===== config.mk =====
export PLATFORM = sky130hd
export DESIGN_NAME = smb_host_regs
export DESIGN_NICKNAME = d
export VERILOG_FILES = /design/src/rtl/smb_host_pkg.sv /design/src/rtl/smb_blk_buf.sv /design/src/rtl/smb_host_ctl.sv /design/src/rtl/smb_host_regs.sv
export SDC_FILE = /design/constraint.sdc
export NUM_CORES = 1
export LEC_CHECK = 0
export ABC_AREA = 1
export BUFFER_PORTS_ARGS = -buffer_cell sky130_fd_sc_hd__buf_4
export CAP_MARGIN = 20
export CORE_MARGIN = 3
export CORE_UTILIZATION = 40
export DETAILED_ROUTE_END_ITERATION = 10
export GPL_ROUTABILITY_DRIVEN = 0
export GPL_TIMING_DRIVEN = 1
export PLACE_DENSITY = 0.56
export SLEW_MARGIN = 10
export SYNTH_ARGS = -nofsm -noshare
export SYNTH_HDL_FRONTEND = slang
export SYNTH_SLANG_ARGS = --single-unit
export TNS_END_PERCENT = 100

===== constraint.sdc =====
create_clock -name clk -period 2.25 [get_ports clk]
set_input_delay 0.225 -clock clk [delete_from_list [all_inputs] [get_ports clk]]
set_output_delay 0.225 -clock clk [all_outputs]
set_load 0.005 [all_outputs]

===== src/rtl/smb_host_pkg.sv =====
package smb_host_pkg;

  typedef enum logic [2:0] {
    RA_STAT = 3'd0,
    RA_CTRL = 3'd1,
    RA_CMD  = 3'd2,
    RA_ADDR = 3'd3,
    RA_DAT0 = 3'd4,
    RA_DAT1 = 3'd5,
    RA_BLK  = 3'd6
  } reg_addr_e;

  localparam int CB_IE    = 0;
  localparam int CB_KILL  = 1;
  localparam int CB_BLK   = 2;
  localparam int CB_START = 6;

  localparam int SB_BUSY = 0;
  localparam int SB_DONE = 1;
  localparam int SB_ERR  = 2;
  localparam int SB_KILL = 3;

endpackage


===== src/rtl/smb_blk_buf.sv =====
module smb_blk_buf #(
  parameter int DEPTH = 32,
  parameter int DW    = 8
) (
  input  logic          clk,
  input  logic          rst_n,
  input  logic          cpu_idx_clr,
  input  logic          cpu_acc,
  input  logic          cpu_we,
  input  logic [DW-1:0] cpu_wdata,
  output logic [DW-1:0] cpu_rdata,
  input  logic          eng_ptr_clr,
  input  logic          eng_acc,
  input  logic          eng_we,
  input  logic [DW-1:0] eng_wdata,
  output logic [DW-1:0] eng_rdata
);
  localparam int PTR_W = $clog2(DEPTH);

  function automatic logic [PTR_W-1:0] ptr_step(input logic [PTR_W-1:0] p);
    if (p == PTR_W'(DEPTH - 1)) return '0;
    return p + 1'b1;
  endfunction

  logic [DW-1:0]    mem [DEPTH];
  logic [PTR_W-1:0] idx_q, eptr_q;
  logic             wr_en;
  logic [PTR_W-1:0] wr_ptr;
  logic [DW-1:0]    wr_data;

  always_comb begin
    wr_en   = cpu_we | eng_we;
    wr_ptr  = cpu_we ? idx_q : eptr_q;
    wr_data = cpu_we ? cpu_wdata : eng_wdata;
  end

  always_ff @(posedge clk or negedge rst_n) begin
    if (!rst_n) begin
      for (int i = 0; i < DEPTH; i++) mem[i] <= '0;
    end else if (wr_en) begin
      mem[wr_ptr] <= wr_data;
    end
  end

  always_ff @(posedge clk or negedge rst_n) begin
    if (!rst_n)           idx_q <= '0;
    else if (cpu_idx_clr) idx_q <= '0;
    else if (cpu_acc)     idx_q <= ptr_step(idx_q);
  end

  always_ff @(posedge clk or negedge rst_n) begin
    if (!rst_n)           eptr_q <= '0;
    else if (eng_ptr_clr) eptr_q <= '0;
    else if (eng_acc)     eptr_q <= ptr_step(eptr_q);
  end

  assign cpu_rdata = mem[idx_q];
  assign eng_rdata = mem[eptr_q];

  p_idx_wrap_r4: assert property (@(posedge clk) disable iff (!rst_n)
    (cpu_acc && !cpu_idx_clr && idx_q == PTR_W'(DEPTH - 1)) |=> idx_q == '0);
  p_idx_clear_r4: assert property (@(posedge clk) disable iff (!rst_n)
    cpu_idx_clr |=> idx_q == '0);
  p_eptr_restart_r7: assert property (@(posedge clk) disable iff (!rst_n)
    eng_ptr_clr |=> eptr_q == '0);
  p_single_writer_r11: assert property (@(posedge clk) disable iff (!rst_n)
    !(cpu_we && eng_we));
endmodule


===== src/rtl/smb_host_ctl.sv =====
module smb_host_ctl (
  input  logic       clk,
  input  logic       rst_n,
  input  logic       start_req,
  input  logic       kill_req,
  input  logic       eng_done,
  input  logic       eng_err,
  input  logic       clr_en,
  input  logic [3:0] clr_mask,
  output logic [3:0] stat,
  output logic       start_acc,
  output logic       done_evt,
  output logic       eng_start,
  output logic       eng_kill
);
  logic busy_q, done_q, err_q, kill_q, start_q, killp_q;
  logic pending, kill_evt, err_evt, finish;

  always_comb begin
    pending   = done_q | err_q | kill_q;
    start_acc = start_req & ~busy_q & ~pending;
    kill_evt  = kill_req & busy_q;
    err_evt   = busy_q & eng_err & ~kill_req;
    done_evt  = busy_q & eng_done & ~eng_err & ~kill_req;
    finish    = kill_evt | err_evt | done_evt;
  end

  always_ff @(posedge clk or negedge rst_n) begin
    if (!rst_n) begin
      busy_q  <= 1'b0;
      done_q  <= 1'b0;
      err_q   <= 1'b0;
      kill_q  <= 1'b0;
      start_q <= 1'b0;
      killp_q <= 1'b0;
    end else begin
      if (start_acc)   busy_q <= 1'b1;
      else if (finish) busy_q <= 1'b0;
      done_q  <= (done_q & ~(clr_en & clr_mask[1])) | done_evt;
      err_q   <= (err_q  & ~(clr_en & clr_mask[2])) | err_evt;
      kill_q  <= (kill_q & ~(clr_en & clr_mask[3])) | kill_evt;
      start_q <= start_acc;
      killp_q <= kill_evt;
    end
  end

  assign stat      = {kill_q, err_q, done_q, busy_q};
  assign eng_start = start_q;
  assign eng_kill  = killp_q;

  p_start_needs_clear_r2: assert property (@(posedge clk) disable iff (!rst_n)
    $rose(busy_q) |-> $past(!pending));
  p_start_pulse_r3: assert property (@(posedge clk) disable iff (!rst_n)
    eng_start |-> busy_q ##1 !eng_start);
  p_done_ends_busy_r3: assert property (@(posedge clk) disable iff (!rst_n)
    done_evt |=> (!busy_q && done_q));
  p_kill_status_r8: assert property (@(posedge clk) disable iff (!rst_n)
    eng_kill |-> (kill_q && !busy_q));
  p_idle_ignores_r12: assert property (@(posedge clk) disable iff (!rst_n)
    (!busy_q && !start_acc && !clr_en) |=> $stable({kill_q, err_q, done_q}));
endmodule


===== src/rtl/smb_host_regs.sv =====
module smb_host_regs
  import smb_host_pkg::*;
#(
  parameter int DEPTH = 32,
  parameter int DW    = 8
) (
  input  logic                       clk,
  input  logic                       rst_n,
  input  logic                       cpu_rd,
  input  logic                       cpu_wr,
  input  logic [2:0]                 cpu_addr,
  input  logic [DW-1:0]              cpu_wdata,
  output logic [DW-1:0]              cpu_rdata,
  output logic                       irq,
  output logic                       eng_start,
  output logic                       eng_kill,
  output logic [DW-1:0]              eng_cmd,
  output logic [DW-1:0]              eng_addr,
  output logic [DW-1:0]              eng_dat0,
  output logic [DW-1:0]              eng_dat1,
  output logic                       eng_blk,
  output logic [$clog2(DEPTH):0]     eng_count,
  input  logic                       eng_done,
  input  logic                       eng_err,
  input  logic [$clog2(DEPTH):0]     eng_xfer_cnt,
  input  logic                       eng_buf_rd,
  input  logic                       eng_buf_wr,
  input  logic [DW-1:0]              eng_buf_wdata,
  output logic [DW-1:0]              eng_buf_rdata
);
  localparam int CNT_W = $clog2(DEPTH) + 1;

  function automatic logic [CNT_W-1:0] clamp_count(input logic [DW-1:0] v);
    if (v == '0 || int'(v) > DEPTH) return CNT_W'(DEPTH);
    return CNT_W'(v);
  endfunction

  logic [DW-1:0] cmd_q, addr_q, dat0_q, dat1_q;
  logic          ie_q, blk_q;
  logic [3:0]    stat;
  logic          busy;
  logic          start_acc, done_evt;
  logic          hit_ctrl, hit_blk, hit_stat, wr_ok;
  logic          start_req, kill_req;
  logic [DW-1:0] buf_cpu_rdata;

  always_comb begin
    hit_ctrl  = (cpu_addr == RA_CTRL);
    hit_blk   = (cpu_addr == RA_BLK);
    hit_stat  = (cpu_addr == RA_STAT);
    wr_ok     = cpu_wr & ~busy;
    start_req = cpu_wr & hit_ctrl & cpu_wdata[CB_START];
    kill_req  = cpu_wr & hit_ctrl & cpu_wdata[CB_KILL];
  end

  smb_host_ctl u_ctl (
    .clk       (clk),
    .rst_n     (rst_n),
    .start_req (start_req),
    .kill_req  (kill_req),
    .eng_done  (eng_done),
    .eng_err   (eng_err),
    .clr_en    (cpu_wr & hit_stat),
    .clr_mask  (cpu_wdata[3:0]),
    .stat      (stat),
    .start_acc (start_acc),
    .done_evt  (done_evt),
    .eng_start (eng_start),
    .eng_kill  (eng_kill)
  );
  assign busy = stat[SB_BUSY];

  smb_blk_buf #(.DEPTH(DEPTH), .DW(DW)) u_buf (
    .clk         (clk),
    .rst_n       (rst_n),
    .cpu_idx_clr (cpu_rd & hit_ctrl),
    .cpu_acc     ((cpu_rd | cpu_wr) & hit_blk),
    .cpu_we      (wr_ok & hit_blk),
    .cpu_wdata   (cpu_wdata),
    .cpu_rdata   (buf_cpu_rdata),
    .eng_ptr_clr (start_acc),
    .eng_acc     (busy & (eng_buf_rd | eng_buf_wr)),
    .eng_we      (busy & eng_buf_wr),
    .eng_wdata   (eng_buf_wdata),
    .eng_rdata   (eng_buf_rdata)
  );

  always_ff @(posedge clk or negedge rst_n) begin
    if (!rst_n) begin
      cmd_q  <= '0;
      addr_q <= '0;
      dat0_q <= '0;
      dat1_q <= '0;
      ie_q   <= 1'b0;
      blk_q  <= 1'b0;
    end else begin
      if (cpu_wr && hit_ctrl) ie_q <= cpu_wdata[CB_IE];
      if (wr_ok && hit_ctrl) blk_q <= cpu_wdata[CB_BLK];
      if (wr_ok && cpu_addr == RA_CMD)  cmd_q  <= cpu_wdata;
      if (wr_ok && cpu_addr == RA_ADDR) addr_q <= cpu_wdata;
      if (wr_ok && cpu_addr == RA_DAT1) dat1_q <= cpu_wdata;
      if (done_evt && blk_q && addr_q[0]) dat0_q <= DW'(eng_xfer_cnt);
      else if (wr_ok && cpu_addr == RA_DAT0) dat0_q <= cpu_wdata;
    end
  end

  always_comb begin
    cpu_rdata = '0;
    case (cpu_addr)
      RA_STAT: cpu_rdata = DW'(stat);
      RA_CTRL: begin
        cpu_rdata[CB_IE]  = ie_q;
        cpu_rdata[CB_BLK] = blk_q;
      end
      RA_CMD:  cpu_rdata = cmd_q;
      RA_ADDR: cpu_rdata = addr_q;
      RA_DAT0: cpu_rdata = dat0_q;
      RA_DAT1: cpu_rdata = dat1_q;
      RA_BLK:  cpu_rdata = buf_cpu_rdata;
      default: cpu_rdata = '0;
    endcase
  end

  assign irq       = ie_q & (|stat[SB_KILL:SB_DONE]);
  assign eng_cmd   = cmd_q;
  assign eng_addr  = addr_q;
  assign eng_dat0  = dat0_q;
  assign eng_dat1  = dat1_q;
  assign eng_blk   = blk_q;
  assign eng_count = clamp_count(dat0_q);

  p_count_range_r5: assert property (@(posedge clk) disable iff (!rst_n)
    eng_start |-> (eng_count >= CNT_W'(1) && eng_count <= CNT_W'(DEPTH)));
  p_hold_while_busy_r11: assert property (@(posedge clk) disable iff (!rst_n)
    (busy && $past(busy)) |-> ($stable(cmd_q) && $stable(addr_q) && $stable(dat1_q) && $stable(blk_q)));
  p_irq_cause_r10: assert property (@(posedge clk) disable iff (!rst_n)
    $rose(irq) |-> ($past(done_evt) || $past(eng_err) || $past(kill_req) || $past(cpu_wr)));
endmodule


==> results of run 1 <==
[report_power, final]
part | leakage, nW | internal (mW) | switching, mW
Clock | 0.599 | 3.61 | 2.48
Combinational | 5.39 | 4.05 | 6.72
Sequential | 4.17 | 6.05 | 0.603
[flip-flops by register name, summed over array words and instances, names as in the netlist]
name	count
eng_dat1	8
eng_cmd	8
u_ctl.kill_q	1
u_ctl.err_q	1
u_ctl.done_q	1
u_buf.idx_q	5
eng_dat0	8
eng_addr	8
ie_q	1
u_buf.mem	256
u_ctl.eng_kill	1
u_ctl.eng_start	1
u_ctl.busy_q	1
eng_blk	1
u_buf.eptr_q	5
[placed cells by master (no fill, tap or decap), types with 9 or more instances in the layout]
master and instances:
nand2_1 956, dfrtp_1 300, nand3_1 292, o21ai_1 186, buf_4 137, o21ai_2 76
nand3_2 65, nand2_2 55, o21ai_0 53, inv_1 50, clkbuf_16 43, buf_12 43
nand2_4 39, nor2_1 34, a21oi_1 31, dlygate4sd3_1 20, nor2_4 16, a21oi_2 15
o21ai_4 10, clkbuf_1 9
[worst max-delay path, stage by stage (launching register included)]
cell     delay (ns)
dfrtp_4        0.55
buf_12         0.28
nand2_1        0.08
nand3_1        0.08
nand2_1        0.07
nand2_1        0.06
nand3_1        0.22
nand3_2        0.18
nand3_2        0.10
nand2_1        0.10
buf_4          0.11
[routing by layer]
| layer | vias up | part of all wire (%) | GRT usage (%) |
|---|---|---|---|
| li1 | 8146 | - | - |
| met1 | 8514 | 44 | 39.25 |
| met2 | 819 | 45 | 42.89 |
| met3 | 133 | 8.2 | 4.907 |
| met4 | 0 | 3.3 | 11.51 |
| met5 | - | 0 | 0 |
[logic make-up (layout without fill, tap and decap cells)]
family          count (synthesis)  after routing  synth area share [%]
simple gates                 1479           1479                 36.43
compound gates                404            404                 13.60
flops                         306            306                 43.28
buf+inv                       232            347                 6.406
fa+ha+maj                       4              4                0.2829
[repair_timing]
action	4_1_cts	5_1_grt
endpoints found under the hold margin	92	0
pin swaps	29	22
gates resized for setup	141	59
setup buffers	7	9
endpoints found under the setup margin	16	29
cloned	7	5
hold buffers	20	0
[worst max-delay path by stage]
stage | from | to | slack (ns) | cells past startpoint
finish | u_buf.idx_q[0] | cpu_rdata[7] | -0.39 | 10
global route | u_buf.idx_q[0] | cpu_rdata[0] | -0.45 | 10
floorplan | u_ctl.busy_q | u_buf.mem[222] | 0.29 | 12
CTS | u_buf.idx_q[0] | cpu_rdata[0] | -0.37 | 11
detailed placement | u_buf.idx_q[0] | cpu_rdata[6] | 0.008 | 11
global placement | u_buf.idx_q[0] | cpu_rdata[6] | -0.02 | 11
[layout make-up]
| class | count | area (µm²) | share of cell area [%] |
|---|---|---|---|
| clock buffer | 54 | 1092 | 4.946 |
| multi-input combinational | 1887 | 9699 | 43.92 |
| timing repair inverter | 1 | 8.758 | 0.03966 |
| clock inverter | 13 | 123.9 | 0.5609 |
| timing repair buffer | 219 | 2501 | 11.33 |
| inverter | 60 | 257.7 | 1.167 |
| sequential | 306 | 7670 | 34.73 |
| tap | 585 | 732.0 | 3.314 |
==> results_dict.tcl, run 1 <==
set metrics [dict create \
    drt-pass1-iter-count 6 \
    initial_core_util_pct 40.81 \
    htreeDepth 2 \
    core-area_um2 43360 \
    fin_crit_ns 2.640 \
    portBuffers 90 \
    finalSetupViolations 16 \
    rr_worst_depth 10 \
    wl_mm 66.39 \
    grt_usage_pct 27.96 \
    synthCells 2425 \
    cts_tree "done" \
    synth_edf_count 0 \
    drv_cap 0 \
    drive_gt1_share_pct 22.17 \
    stdcell_count 3125 \
    synthTopCellsByCount "1009 x nand2_1, 361 x nand3_1, 306 x dfrtp_1" \
    syn_area_per_cell_um2 7.297 \
    synth-main-ff-cell "dfrtp_1" \
    syn_to_final_growth_pct 24.81 \
    ys_types 38 \
    max_freq_ghz 0.3788 \
    synth.most_common_cell "nand2_1" \
    hold_path_class "input pin to register" \
    preCtsSetupSlack_ns 0.007818 \
    timing.hold.ws_ns 0.05208 \
    critPathCaptureType "primary output" \
    cts.sinks 306 \
    reg2reg_slack_ns 0.08 \
    dp_cells 3012 \
    grt_max_degree 75 \
    p_per_area_nw_per_um2 1064 \
    yosysWarnings 0 \
    placed_cell_area_um2 19420 \
    grt_pass1_vias 16569 \
    worst-setup-path-type "register to primary output" \
    slew_viol_final 0 \
    cp.arrival_ns 2.41 \
    min_path_cells 3 \
    worstPathMaxFanout 45 \
    finalHoldViolations 0 \
    leakagePower_nw 10.15 \
    rsz0062_at_grt "true" \
    num-fill-cells 4230 \
    status "finished, violations left" \
    cts_buffers 38 \
    fin_ws_ns -0.3899 \
    fp.dieH_um 216.3 \
    final_nets 2550 \
    worst_pin_slew_ns 0.6852 \
    grt_overflow 0 \
    syn_nets 2462 \
    hold_path_end "u_buf.mem[76]" \
    post-route-drc-count 0 \
    dp_hpwl_mm 42.63 \
    yosysTopAreaCell "dfrtp_1" \
    ant_nets 0 \
    total_power_mw 23.51 \
    die_x_um 216.3 \
    clkLatencyLatePin_ns 0.56 \
    cts-root-buf "clkbuf_16" \
    dr_total_vias 17612 \
    antenna_found_initial 0 \
    synth.top_cell.area_share_pct 43.28 \
    ys_seq_area_share_pct 43.28 \
    ys_seq_elements 306 \
    worstHoldStart "eng_buf_wdata[4]" \
    drt_iter0_drc 2140 \
    antenna_cells 0 \
    reg2reg_to "u_buf.mem[93]" \
    routedWlPerCell_um 21.25 \
    period_share_pct 117.3 \
    cts.clk_slew.worst_paths_ns 0.06 \
    yosys-top-cells-area "dfrtp_1 43%, nand2_1 21%, nand3_1 10%" \
    final_area_um2 22080 \
    worstReg2RegStart "u_buf.idx_q[0]" \
    cts_buffer_depth 3 \
    io-pin-count 91 \
    relSlewSlack_pct 54.32 \
    fin_skew_ns 0.01752 \
    viasPerCell 5.636 \
    grt_pass1_wl_mm 101.3 \
    ir_drop_mv 0.6552 \
    utilization_pct 50.93 \
    synthArstFlopShare_pct 100.0 \
    dieArea_um2 46800 \
    syn_area_um2 17690 \
    required_ns 2.03 \
    final.setup.tns_ns -5.307 \
    violations "negative setup slack" \
    rows 76 \
    start_kind "register" \
]
Power figures use the tool's default switching activity.
==> run 2, diff against run 1 <==
Settings changed: ABC_AREA 1 to unset, SETUP_SLACK_MARGIN set to 0.3.
==> results_dict.tcl, run 2 <==
set metrics [dict create \
    syn_area_um2 16750 \
    utilization_pct 54.95 \
    multi_input_area_um2 9637 \
    io-pin-count 91 \
    reg2reg_slack_ns -0.06 \
    worst_pin_slew_ns 0.7292 \
    antenna_cells 0 \
    layout_commonest_cell "dfrtp_1" \
    core-area_um2 41110 \
    hold_path_class "input pin to register" \
    synth.top_cell.area_share_pct 45.73 \
    required_ns 2.03 \
    cts-root-buf "clkbuf_16" \
    syn_area_per_cell_um2 10.81 \
    finalSetupViolations 46 \
    worstPathMaxFanout 8 \
    cts.clk_slew.worst_paths_ns 0.06 \
    yosysTopAreaCell "dfrtp_1" \
    cp.arrival_ns 2.86 \
    initial_core_util_pct 40.74 \
    timing.hold.ws_ns 0.02984 \
    ir_drop_mv 0.6171 \
    grt_usage_pct 26.27 \
    grt_overflow 0 \
    cts_buffers 36 \
    period_share_pct 137.3 \
    hold_path_end "eng_addr[2]" \
    grt_pass1_wl_mm 88.31 \
    antenna_found_initial 0 \
    slew_viol_final 0 \
    syn_to_final_growth_pct 34.89 \
    drive_gt1_share_pct 40.31 \
    viasPerCell 6.211 \
    synth-main-ff-cell "dfrtp_1" \
    synth.most_common_cell "dfrtp_1" \
    yosys-top-cells-area "dfrtp_1 46%, mux4_2 13%, mux2i_1 5.9%" \
    ant_nets 0 \
    htreeDepth 2 \
    min_path_cells 2 \
    final_nets 1767 \
    clkLatencyLatePin_ns 0.56 \
    highest_layer "met4" \
    largest_reg_flops 256 \
    grt_max_degree 86 \
    dr_total_vias 14198 \
    die_x_um 210.6 \
    drv_cap 0 \
    fin_skew_ns 0.02092 \
    m1WireLength_mm 25.71 \
    rows 74 \
    start_kind "register" \
    cts_tree "done" \
    max_freq_ghz 0.3237 \
    fin_ws_ns -0.8396 \
    cts.sinks 306 \
    synth_edf_count 0 \
    ys_seq_area_share_pct 45.73 \
    post-route-drc-count 0 \
    cp_slowest_cell "mux4_2" \
    cts_buffer_depth 3 \
    fp.dieH_um 210.6 \
    drt-pass1-iter-count 5 \
    final_cell_mix "301 x dfrtp_1, 136 x a21oi_1, 136 x buf_4" \
    ys_types 55 \
    synthCells 1549 \
    rsz0062_at_grt "true" \
    fin_crit_ns 3.090 \
    grt_pass1_vias 13722 \
    reg2reg_to "u_buf.mem[26]" \
    p_per_area_nw_per_um2 889.8 \
    wl_mm 60.55 \
    worstReg2RegStart "u_buf.eptr_q[0]" \
    final-seq-area_um2 7671 \
    ys_seq_elements 306 \
    route.met2.wl_mm 27.37 \
    leakagePower_nw 9.354 \
    worstHoldStart "cpu_wdata[2]" \
    routedWlPerCell_um 26.49 \
    violations "negative setup slack" \
    yosysWarnings 0 \
    dp_hpwl_mm 36.55 \
    critPathCaptureType "primary output" \
    finalHoldViolations 0 \
    num-fill-cells 3520 \
    synthArstFlopShare_pct 100.0 \
    syn_nets 1586 \
    crit_chain "buf_12 -> buf_12 -> buf_16 -> mux4_2 -> mux4_2 -> mux2_4 -> buf_6" \
    synthTopCellsByCount "306 x dfrtp_1, 187 x a21oi_1, 184 x nor2_1" \
    status "finished, violations left" \
    rr_worst_depth 10 \
    portBuffers 90 \
    regMostFlops "u_buf.mem" \
    dieArea_um2 44360 \
    wl_met3_mm 5.272 \
    slowest_delay_ns 0.52 \
    relSlewSlack_pct 51.27 \
    worst-setup-path-type "register to primary output" \
    drt_iter0_drc 1258 \
]
==> run 2: report_power, final <==
part           switching (mW)  internal (mW)  total (mW)
logic                    3.64           4.22        7.86
clock network            2.45           3.23        5.68
registers               0.541           6.02        6.56
==> run 2: how the worst max path moves through the flow <==
stage	from	end	slack, ns	cells after the start
after floorplan	u_buf.eptr_q[0]	eng_buf_rdata[6]	0.07	6
after global placement	u_buf.eptr_q[0]	eng_buf_rdata[0]	-0.33	5
after detailed placement	u_buf.eptr_q[0]	eng_buf_rdata[5]	-0.34	5
after CTS	u_buf.eptr_q[0]	eng_buf_rdata[1]	-0.84	6
after global routing	u_buf.eptr_q[0]	eng_buf_rdata[2]	-0.87	7
final	u_buf.eptr_q[0]	eng_buf_rdata[2]	-0.84	7
==> run 2: cell families (layout without fill, tap and decap cells) <==
kind of cell / count (synthesis) / count (layout) / synth area share (%)
adder cells (fa/ha/maj): 4 / 4 / 0.2989
buffers and inverters: 145 / 350 / 4.065
multiplexers: 248 / 248 / 23.83
flip-flops: 306 / 306 / 45.73
AND/OR/NAND/NOR: 420 / 420 / 11.25
AO/OA/AOI/OAI: 425 / 425 / 14.77
XOR/XNOR: 1 / 1 / 0.05231
==> run 2: stage by stage <==
step | TNS (ns) | instance area [µm²] | cells | power, mW | setup WS [ns]
floorplan | 0 | 16820 | 1549 | 10.25 | 0.06541
global placement | -3.075 | 19220 | 2163 | 12.59 | -0.3290
detailed placement | -3.292 | 19220 | 2163 | 12.68 | -0.3352
CTS | -12.08 | 21840 | 2270 | 19.58 | -0.8437
global route | -15.35 | 22590 | 2286 | 20.85 | -0.8660
finish | -12.79 | 22590 | 2286 | 20.10 | -0.8396
==> run 2: per-layer routing <==
layer	vias up	GRT usage, %
met1	7257	37.40
met4	0	8.453
met5	-	0
met3	124	5.480
li1	6102	-
met2	715	40.67
==> run 2: layout make-up <==
cell class	count	share of cell area, %
multi-input combinational	1098	42.66
inverter	4	0.06647
timing repair buffer	284	15.36
tap	532	2.947
clock inverter	13	0.4431
sequential	306	33.96
clock buffer	49	4.559
==> run 2: repair_timing <==
item | CTS | global route
hold buffers | 16 | 0
buffers inserted | 19 | 7
endpoints found under the hold margin | 148 | 0
pin swaps | 52 | 45
gates cloned | 10 | 9
resized for setup | 225 | 152
endpoints found under the setup margin | 281 | 283
==> run 2: critical path, delay by kind of cell, from the launching register on <==
kind / cells / cell delay (ns)
buffers and inverters: 4 / 0.56
flip-flops: 1 / 0.49
multiplexers: 3 / 1.26
